**config.mk**
```make
export PLATFORM = sky130hd
export DESIGN_NAME = mm_src_sel
export DESIGN_NICKNAME = d
export VERILOG_FILES = /design/src/rtl/mmsel_pkg.sv /design/src/rtl/mmsel_cfg_bank.sv /design/src/rtl/mmsel_vote.sv /design/src/rtl/mmsel_decide.sv /design/src/rtl/mm_src_sel.sv
export SDC_FILE = /design/constraint.sdc
export NUM_CORES = 1
export LEC_CHECK = 0
export ABC_AREA = 1
export BUFFER_PORTS_ARGS = -buffer_cell sky130_fd_sc_hd__buf_2
export CORE_MARGIN = 4
export CORE_UTILIZATION = 40
export DETAILED_ROUTE_END_ITERATION = 16
export PLACE_DENSITY = 0.62
export SYNTH_ARGS = -nofsm -noshare
export SYNTH_HDL_FRONTEND = slang
export SYNTH_SLANG_ARGS = --single-unit
```
**constraint.sdc**
```tcl
create_clock -name clk -period 1.6 [get_ports clk]
set_clock_uncertainty 0.05 [all_clocks]
set_input_delay 0.08 -clock clk [delete_from_list [all_inputs] [get_ports clk]]
set_output_delay 0.08 -clock clk [all_outputs]
set_load 0.02 [all_outputs]
```
**src/rtl/mmsel_pkg.sv**
```systemverilog
package mmsel_pkg;
    localparam int MM_W       = 4;
    localparam int NUM_MM     = 1 << MM_W;
    localparam int DATA_W     = 16;
    localparam int ADDR_W     = 3;
    localparam int NUM_REG    = 7;
    localparam int NUM_COPY   = 3;
    localparam int NUM_BC_CH  = 3;
    localparam int NUM_ORB_CH = 2;
    localparam int SEL_W      = 2;
    localparam int CFG_W      = NUM_REG * DATA_W;

    localparam int A_MODE   = 0;
    localparam int A_MAP    = 1;
    localparam int A_MANUAL = 2;
    localparam int A_NORUN  = 3;

    localparam logic [SEL_W-1:0] CH_EXT = 2'd0;

    typedef enum logic [1:0] {OP_MANUAL, OP_AUTO1, OP_AUTO2, OP_AUTO3} op_mode_e;
    typedef enum logic [1:0] {MBC_BC1, MBC_BC2, MBC_BCREF, MBC_INT} main_bc_e;
    typedef enum logic [1:0] {MORB_ORB1, MORB_ORB2, MORB_INT, MORB_SPARE} main_orb_e;

    typedef struct packed {
        logic [1:0]                       spare;
        logic [SEL_W-1:0]                 main_orb;
        logic [NUM_ORB_CH-1:0][SEL_W-1:0] orb_ch;
        logic [NUM_BC_CH-1:0][SEL_W-1:0]  bc_ch;
        logic [SEL_W-1:0]                 main_bc;
    } src_set_t;

    typedef struct packed {
        main_bc_e              main_bc;
        logic [NUM_BC_CH-1:0]  bc_int;
        logic [NUM_ORB_CH-1:0] orb_int;
        main_orb_e             main_orb;
    } sel_out_t;

    localparam logic [DATA_W-1:0] SET_ALL_INT = 16'h2557;

    function automatic logic [DATA_W-1:0] reg_reset(input int r);
        return (r >= A_MANUAL) ? SET_ALL_INT : '0;
    endfunction

    function automatic sel_out_t normalize(input src_set_t s);
        sel_out_t o;
        o.main_bc = main_bc_e'(s.main_bc);
        for (int i = 0; i < NUM_BC_CH; i++)
            o.bc_int[i] = (s.bc_ch[i] != CH_EXT);
        for (int i = 0; i < NUM_ORB_CH; i++)
            o.orb_int[i] = (s.orb_ch[i] != CH_EXT);
        o.main_orb = (main_orb_e'(s.main_orb) == MORB_SPARE) ? MORB_INT
                                                             : main_orb_e'(s.main_orb);
        return o;
    endfunction
endpackage

```
**src/rtl/mmsel_cfg_bank.sv**
```systemverilog
module mmsel_cfg_bank
    import mmsel_pkg::*;
(
    input  logic              clk,
    input  logic              rst,
    input  logic              we,
    input  logic [ADDR_W-1:0] addr,
    input  logic [DATA_W-1:0] wdata,
    output logic [CFG_W-1:0]  q
);
    for (genvar r = 0; r < NUM_REG; r++) begin : g_reg
        logic [DATA_W-1:0] val;
        always_ff @(posedge clk) begin
            if (rst)
                val <= reg_reset(r);
            else if (we && addr == ADDR_W'(r))
                val <= wdata;
        end
        assign q[r*DATA_W +: DATA_W] = val;
    end
endmodule

```
**src/rtl/mmsel_vote.sv**
```systemverilog
module mmsel_vote #(
    parameter int W = 8
) (
    input  logic [W-1:0] a,
    input  logic [W-1:0] b,
    input  logic [W-1:0] c,
    output logic [W-1:0] v,
    output logic         mismatch
);
    assign v        = (a & b) | (a & c) | (b & c);
    assign mismatch = (a != b) || (b != c);
endmodule

```
**src/rtl/mmsel_decide.sv**
```systemverilog
module mmsel_decide
    import mmsel_pkg::*;
(
    input  logic             clk,
    input  logic             rst,
    input  logic             mm_valid,
    input  logic [MM_W-1:0]  mm_code,
    input  logic [CFG_W-1:0] cfg,
    output logic             run_st,
    output sel_out_t         sel
);
    op_mode_e          op;
    logic [NUM_MM-1:0] run_map;
    src_set_t          chosen;

    assign op      = op_mode_e'(cfg[A_MODE*DATA_W +: 2]);
    assign run_map = cfg[A_MAP*DATA_W +: NUM_MM];

    always_comb begin
        if (op == OP_MANUAL)
            chosen = src_set_t'(cfg[A_MANUAL*DATA_W +: DATA_W]);
        else if (!run_st)
            chosen = src_set_t'(cfg[A_NORUN*DATA_W +: DATA_W]);
        else
            chosen = src_set_t'(cfg[(A_NORUN + int'(op))*DATA_W +: DATA_W]);
    end

    always_ff @(posedge clk) begin
        if (rst)
            run_st <= 1'b0;
        else if (mm_valid)
            run_st <= run_map[mm_code];
    end

    always_ff @(posedge clk) begin
        if (rst)
            sel <= normalize(src_set_t'(SET_ALL_INT));
        else
            sel <= normalize(chosen);
    end
endmodule

```
**src/rtl/mm_src_sel.sv**
```systemverilog
module mm_src_sel
    import mmsel_pkg::*;
(
    input  logic              clk,
    input  logic              rst,
    input  logic              cfg_we,
    input  logic [ADDR_W-1:0] cfg_addr,
    input  logic [DATA_W-1:0] cfg_wdata,
    input  logic              mm_valid,
    input  logic [MM_W-1:0]   mm_code,
    output logic [SEL_W-1:0]  main_bc_sel,
    output logic [NUM_BC_CH-1:0]  bc_ch_int,
    output logic [NUM_ORB_CH-1:0] orb_ch_int,
    output logic [SEL_W-1:0]  main_orb_sel,
    output logic              cfg_err
);
    logic [CFG_W-1:0] copy_q [NUM_COPY];
    logic [CFG_W-1:0] cfg_v;
    logic             copy_mis;
    logic             run_st;
    sel_out_t         sel;

    for (genvar k = 0; k < NUM_COPY; k++) begin : g_copy
        mmsel_cfg_bank u_bank (
            .clk   (clk),
            .rst   (rst),
            .we    (cfg_we),
            .addr  (cfg_addr),
            .wdata (cfg_wdata),
            .q     (copy_q[k])
        );
    end

    mmsel_vote #(.W(CFG_W)) u_vote (
        .a        (copy_q[0]),
        .b        (copy_q[1]),
        .c        (copy_q[2]),
        .v        (cfg_v),
        .mismatch (copy_mis)
    );

    always_ff @(posedge clk) begin
        if (rst)
            cfg_err <= 1'b0;
        else if (copy_mis)
            cfg_err <= 1'b1;
    end

    mmsel_decide u_decide (
        .clk      (clk),
        .rst      (rst),
        .mm_valid (mm_valid),
        .mm_code  (mm_code),
        .cfg      (cfg_v),
        .run_st   (run_st),
        .sel      (sel)
    );

    assign main_bc_sel  = sel.main_bc;
    assign bc_ch_int    = sel.bc_int;
    assign orb_ch_int   = sel.orb_int;
    assign main_orb_sel = sel.main_orb;
endmodule

```
* Yosys cells after proc, flatten, opt, wreduce, memory -nomap -nowiden
Cells that the tools add are included.
** Word-level totals
- Register bits after elaboration :: 122
- Input port bits :: 27
- Output and inout port bits :: 10
- Logic and storage cells :: 44
** Operators by class
- Add/sub/neg operators :: 1
- Magnitude comparators :: 1
- Equal/unequal tests :: 7
- Shift operators :: 1
- Mux-type cells :: 4
- Bitwise logic cells :: 3
- Reduce and logical (&&, ||, !) cells :: 15
** Operators with widths (number)
- 112-bit OR :: 2
- 112-bit bitwise AND :: 1
- 112-bit by 8-bit variable part select with 14-bit output :: 1
- 14-bit 2-to-1 mux :: 2
- 2-bit nonzero test :: 5
- 3-bit equality test (second input constant) :: 3
- 1-bit logical AND :: 7
- 3-bit by 2-bit equality test with 1-bit output (second input constant) :: 2
- 4-bit by 5-bit less-than comparator with 1-bit output (second input constant) :: 1
- 1-bit binary-select mux with 4-bit select :: 1
- 2-bit by 2-bit adder with 3-bit output (first input constant) :: 1
- 3-bit by 1-bit equality test with 1-bit output (second input constant) :: 1
- 3-bit logical NOT :: 1
- 2-bit equality test (second input constant) :: 1
- 2-bit logical NOT :: 1
- 2-bit OR reduction :: 1
- 1-bit 2-to-1 mux :: 1

* Depth between registers and ports, before layout
- Word-level depth :: 9
- Mapped depth :: 10
- Mapped depth without buffers :: 9

* Hierarchy
A second synthesis with hierarchy kept.
** Unflattened totals
- Cells, all modules :: 2489
- Area, all modules :: 18517.8 µm²
** Modules (own cells, without submodules)
- mmsel_cfg_bank :: instances 3, cells an instance 596, area each 4316.6 µm², sequential area each 2242.2 µm²
- mmsel_vote :: instances 1, cells an instance 551, area each 4600.7 µm², sequential area each 0.0 µm²
- mmsel_decide :: instances 1, cells an instance 147, area each 939.7 µm², sequential area each 200.2 µm²
- mm_src_sel :: instances 1, cells an instance 3, area each 27.5 µm², sequential area each 20.0 µm²

* Worst setup path after synthesis
OpenSTA, ideal clock, no wires.
- Path kind :: reg2reg
- Start point :: register g_copy[1].u_bank.g_reg[0].val[0]
- End point :: register u_decide.sel[7] (netlist name)
- Arrival time :: 1.008 ns
- Path slack :: 0.409 ns
- Stages on the path, launching flop included :: 9
- Cell sequence :: dfxtp_1 -> buf_6 -> inv_6 -> nor2_4 -> inv_1 -> o21ai_0 -> a21oi_1 -> o21ai_0 -> nand3_1
** Between the ends
- Cells in the longest elaborated chain, start to end :: 7
** Ends and longest elaborated chain
- start: declaration :: RTL line mmsel_cfg_bank.sv:12 : logic [DATA_W-1:0] val;
- start signal: assignment :: RTL line mmsel_cfg_bank.sv:15 : val <= reg_reset(r);
- start signal: assignment :: RTL line mmsel_cfg_bank.sv:17 : val <= wdata;
- 112-bit bitwise AND *
- 112-bit OR :: RTL line mmsel_vote.sv:10 : assign v = (a & b) | (a & c) | (b & c);
- 112-bit OR * :: RTL line mmsel_vote.sv:10
- 2-bit by 2-bit adder with 3-bit output :: RTL line mmsel_decide.sv:25 : chosen = src_set_t'(cfg[(A_NORUN + int'(op))*DATA_W +: DATA_W]);
- 112-bit by 8-bit variable part select with 14-bit output :: RTL line mmsel_decide.sv:25
- 14-bit 2-to-1 mux :: RTL line mmsel_decide.sv:22 : else if (!run_st)
- 14-bit 2-to-1 mux * :: RTL line mmsel_decide.sv:20 : if (op == OP_MANUAL)
Mark *: on every way between the ends. The rest lies on a longest branch, timed or not.
A chain may end at the register's enable or synchronous reset.

* Worst setup path in the final report
- Start point :: register g_copy[1].u_bank.g_reg[0].val[1]
- End point :: register u_decide.sel[8] (netlist name)
** Between the ends
- Cells in the longest elaborated chain, start to end :: 7
** Ends and longest elaborated chain (RTL line)
- 112-bit bitwise AND *
- 112-bit OR :: mmsel_vote.sv:10
- 112-bit OR * :: mmsel_vote.sv:10
- 2-bit by 2-bit adder with 3-bit output :: mmsel_decide.sv:25
- 112-bit by 8-bit variable part select with 14-bit output :: mmsel_decide.sv:25
- 14-bit 2-to-1 mux :: mmsel_decide.sv:22
- 14-bit 2-to-1 mux * :: mmsel_decide.sv:20
Marked as above.

==> results.md <==
* Setup crit end kind: register
* Crit path max fanout at 6
* Clock Tree Buf Depth at 2
* Vias/cell at 5.01
* H-tree levels at 3
* Clk Latency, worst-skew pair at 0.37 ns
* Critical path type: register to register
* Worst path slowest cell: dfxtp_1
* Placed instance count at 695
* Reg2Reg Setup Slack at about 0.19 ns
* Hold WS at between 0.0007 and 0.0008 ns
* Post-synthesis average cell area at between 7 and 8 um2
* Fin crit period at around 1.4 ns
* Pre-antenna DRT Iters at 5
* Initial DRC Count at 197
* Post-DRT Antenna Nets at 0
* Critical path's largest stage delay at 0.36 ns
* Global-route wire length before repair at 17200 um
* Total grt overflow at 0
* Die H at around 110 um
* Placement Setup Slack at between 0.15 and 0.2 ns
* Fmax at between 0.7 and 0.8 GHz
* Netlist Area Pre-Place at ~4000 um2
* Finished layout cell area at between 4000 and 5000 um2
* Outcome: finished clean
* Global-route usage over all layers at between 10% and 20%
* Largest net degree at the start of global routing at 46
* Final #Nets at 608
* Final Hold Fails at 0
* Vias in the first global route at between 3000 and 4000
* Initial antenna violation count at 0
* Drt drc at 0
* Layout cell share with drive strength beyond 1 at 15.5%
* CP required at between 1.5 and 2 ns
* DRT Wirelength at 10500 um
* Worst-path cell chain: buf_4 > nor2_4 > inv_1 > o21ai_0 > a21oi_1 > o21ai_0 > nand3_1
* Vias at 3605
* Unrepaired setup endpoints after global routing: false
* Distinct cells, synth at 24
* CTS tree: yes
* WP depth at 7
* Cell mode on critical path: o21ai_0
* Non-Filler Instances at 719
* WHS Path Cells at 3
* DP HPWL at 7180 um
* Dpl cell area at about 4200 um2
* Crit path max-delay family: compound AO/OA/AOI/OAI gates
* Leak at a little over 2 nW
* Tcrit/Tclk final at 88.2%
* Yosys reg bits at 98
* Post-synthesis net count at approximately 570
* CTS root buf: clkbuf_8
* Tot Pwr at ~4.7 mW
* Power per cell area at 1030 nW/um2
* Max_cap viols at 0
* Slew Limit Fails at 0
* Wire length per cell at 14.6 um
* Number of core rows at 36
* CP bufs+invs at 2
* Worst setup SP type: register
* Final GP Congestion at between 0.8 and 0.9
* Reg clk slew, reported paths at 0.09 ns
* Starting Density at 41.0%
* Final core occ at 46.6%
* Crit path DAT at 1.61 ns
* Worst r2r path cells at 7
* Fin Setup TNS at 0 ns
* Register area share after synthesis at roughly 49%
* Post-Syn Instances at roughly 550
* Max VDD drop at about 660 uV
* CTS Sinks at 98
* Number of port buffers at 35
* Diode count at 0
* Worst Hold Class: input port to register
* Die W at about 110 um
* Die area at about 12000 um2
* Core area at around 9800 um2
* IO Pins at 37
* Total CTS buffers at 9
* Area delta synth->final at 13.4%
* Final Setup Violations at 0
* Warnings from Yosys at 0
* Final worst slack at 0.189 ns
synth_stat cells (all sizes together):
cell	count	area share [%]
nand2	131	12
nor2	101	11
dfxtp	98	49
nand3	65	8.2
o21ai	58	7.3
inv	27	2.7
buf	20	3.8
a21oi	18	2.2
clkbuf	10	0.94
nor3	10	1.2
o31ai	5	0.94
o211ai	3	0.69
conb	1	0.093
flip-flops by register name, summed over array words and instances (netlist names):
register and count:
u_decide.run_st 1, g_copy.u_bank.g.val 88, u_decide.sel 9
path summary, 6_finish.rpt:
check,start,endpoint
worst max-delay path,g_copy[1].u_bank.g_reg[0].val[1]$_SDFFE_PP0P_,u_decide.sel[8]$_SDFF_PP1_
worst min-delay path,cfg_wdata[3],g_copy[0].u_bank.g_reg[3].val[3]$_SDFFE_PP0P_
worst max register to register,g_copy[1].u_bank.g_reg[0].val[1]$_SDFFE_PP0P_,u_decide.sel[8]$_SDFF_PP1_
worst min register to register,g_copy[0].u_bank.g_reg[4].val[11]$_SDFFE_PP0P_,g_copy[0].u_bank.g_reg[4].val[11]$_SDFFE_PP0P_
per-layer routing:
| metal | wire [um] | GRT usage [%] |
|---|---|---|
| met3 | 574 | 4.18 |
| met5 | 0 | 0 |
| met1 | 4950 | 26.2 |
| met4 | 202 | 6.22 |
| met2 | 4750 | 29.9 |
repair_timing:
action	in CTS	in global routing
hold buffers	8	1
setup endpoints to repair	0	1
setup buffers	0	0
endpoints found under the hold margin	9	1
gates resized for setup	0	5
report_power, final:
part           switching (mW)  leakage [nW]  total (mW)  internal, mW
combinational           0.284          1.12       0.424         0.140
sequential             0.0442         0.800        2.57          2.52
clock                   0.828         0.110        1.68         0.856
total                    1.16          2.03        4.68          3.52
cell families after synthesis:
kind of cell / after synthesis / share of synthesized area [%]
other: 1 / 0.0935
and+or+nand+nor: 307 / 32.4
AOI/OAI and AO/OA: 84 / 11.2
DFF: 98 / 48.9
buffers and inverters: 57 / 7.42
cell usage in the layout (no fill, tap or decap):
master,instances
a21oi_1,18
buf_12,1
buf_2,35
buf_4,9
bufinv_16,1
clkbuf_1,1
clkbuf_8,12
clkinv_2,1
conb_1,1
dfxtp_1,95
dfxtp_2,3
dlygate4sd3_1,8
inv_1,13
inv_2,13
inv_6,2
nand2_1,127
nand2_2,4
nand3_1,64
nand3_2,1
nor2_1,94
nor2_2,2
nor2_4,5
nor3_1,10
o211ai_1,2
o211ai_2,1
o21ai_0,43
o21ai_1,14
o21ai_2,1
o31ai_1,5
final cells by class:
class / count / area (um2)
clock buffer: 13 / 169
fill: 1020 / 5220
sequential: 98 / 1970
clock inverter: 3 / 43.8
tap: 133 / 166
multi-input combinational: 392 / 1760
inverter: 27 / 106
timing repair buffer: 53 / 343
worst min-delay path, stage by stage:
cell and delay, ns:
buf_2 0.16, nand2_1 0.08, a21oi_1 0.06
Power figures use the tool's default switching activity.
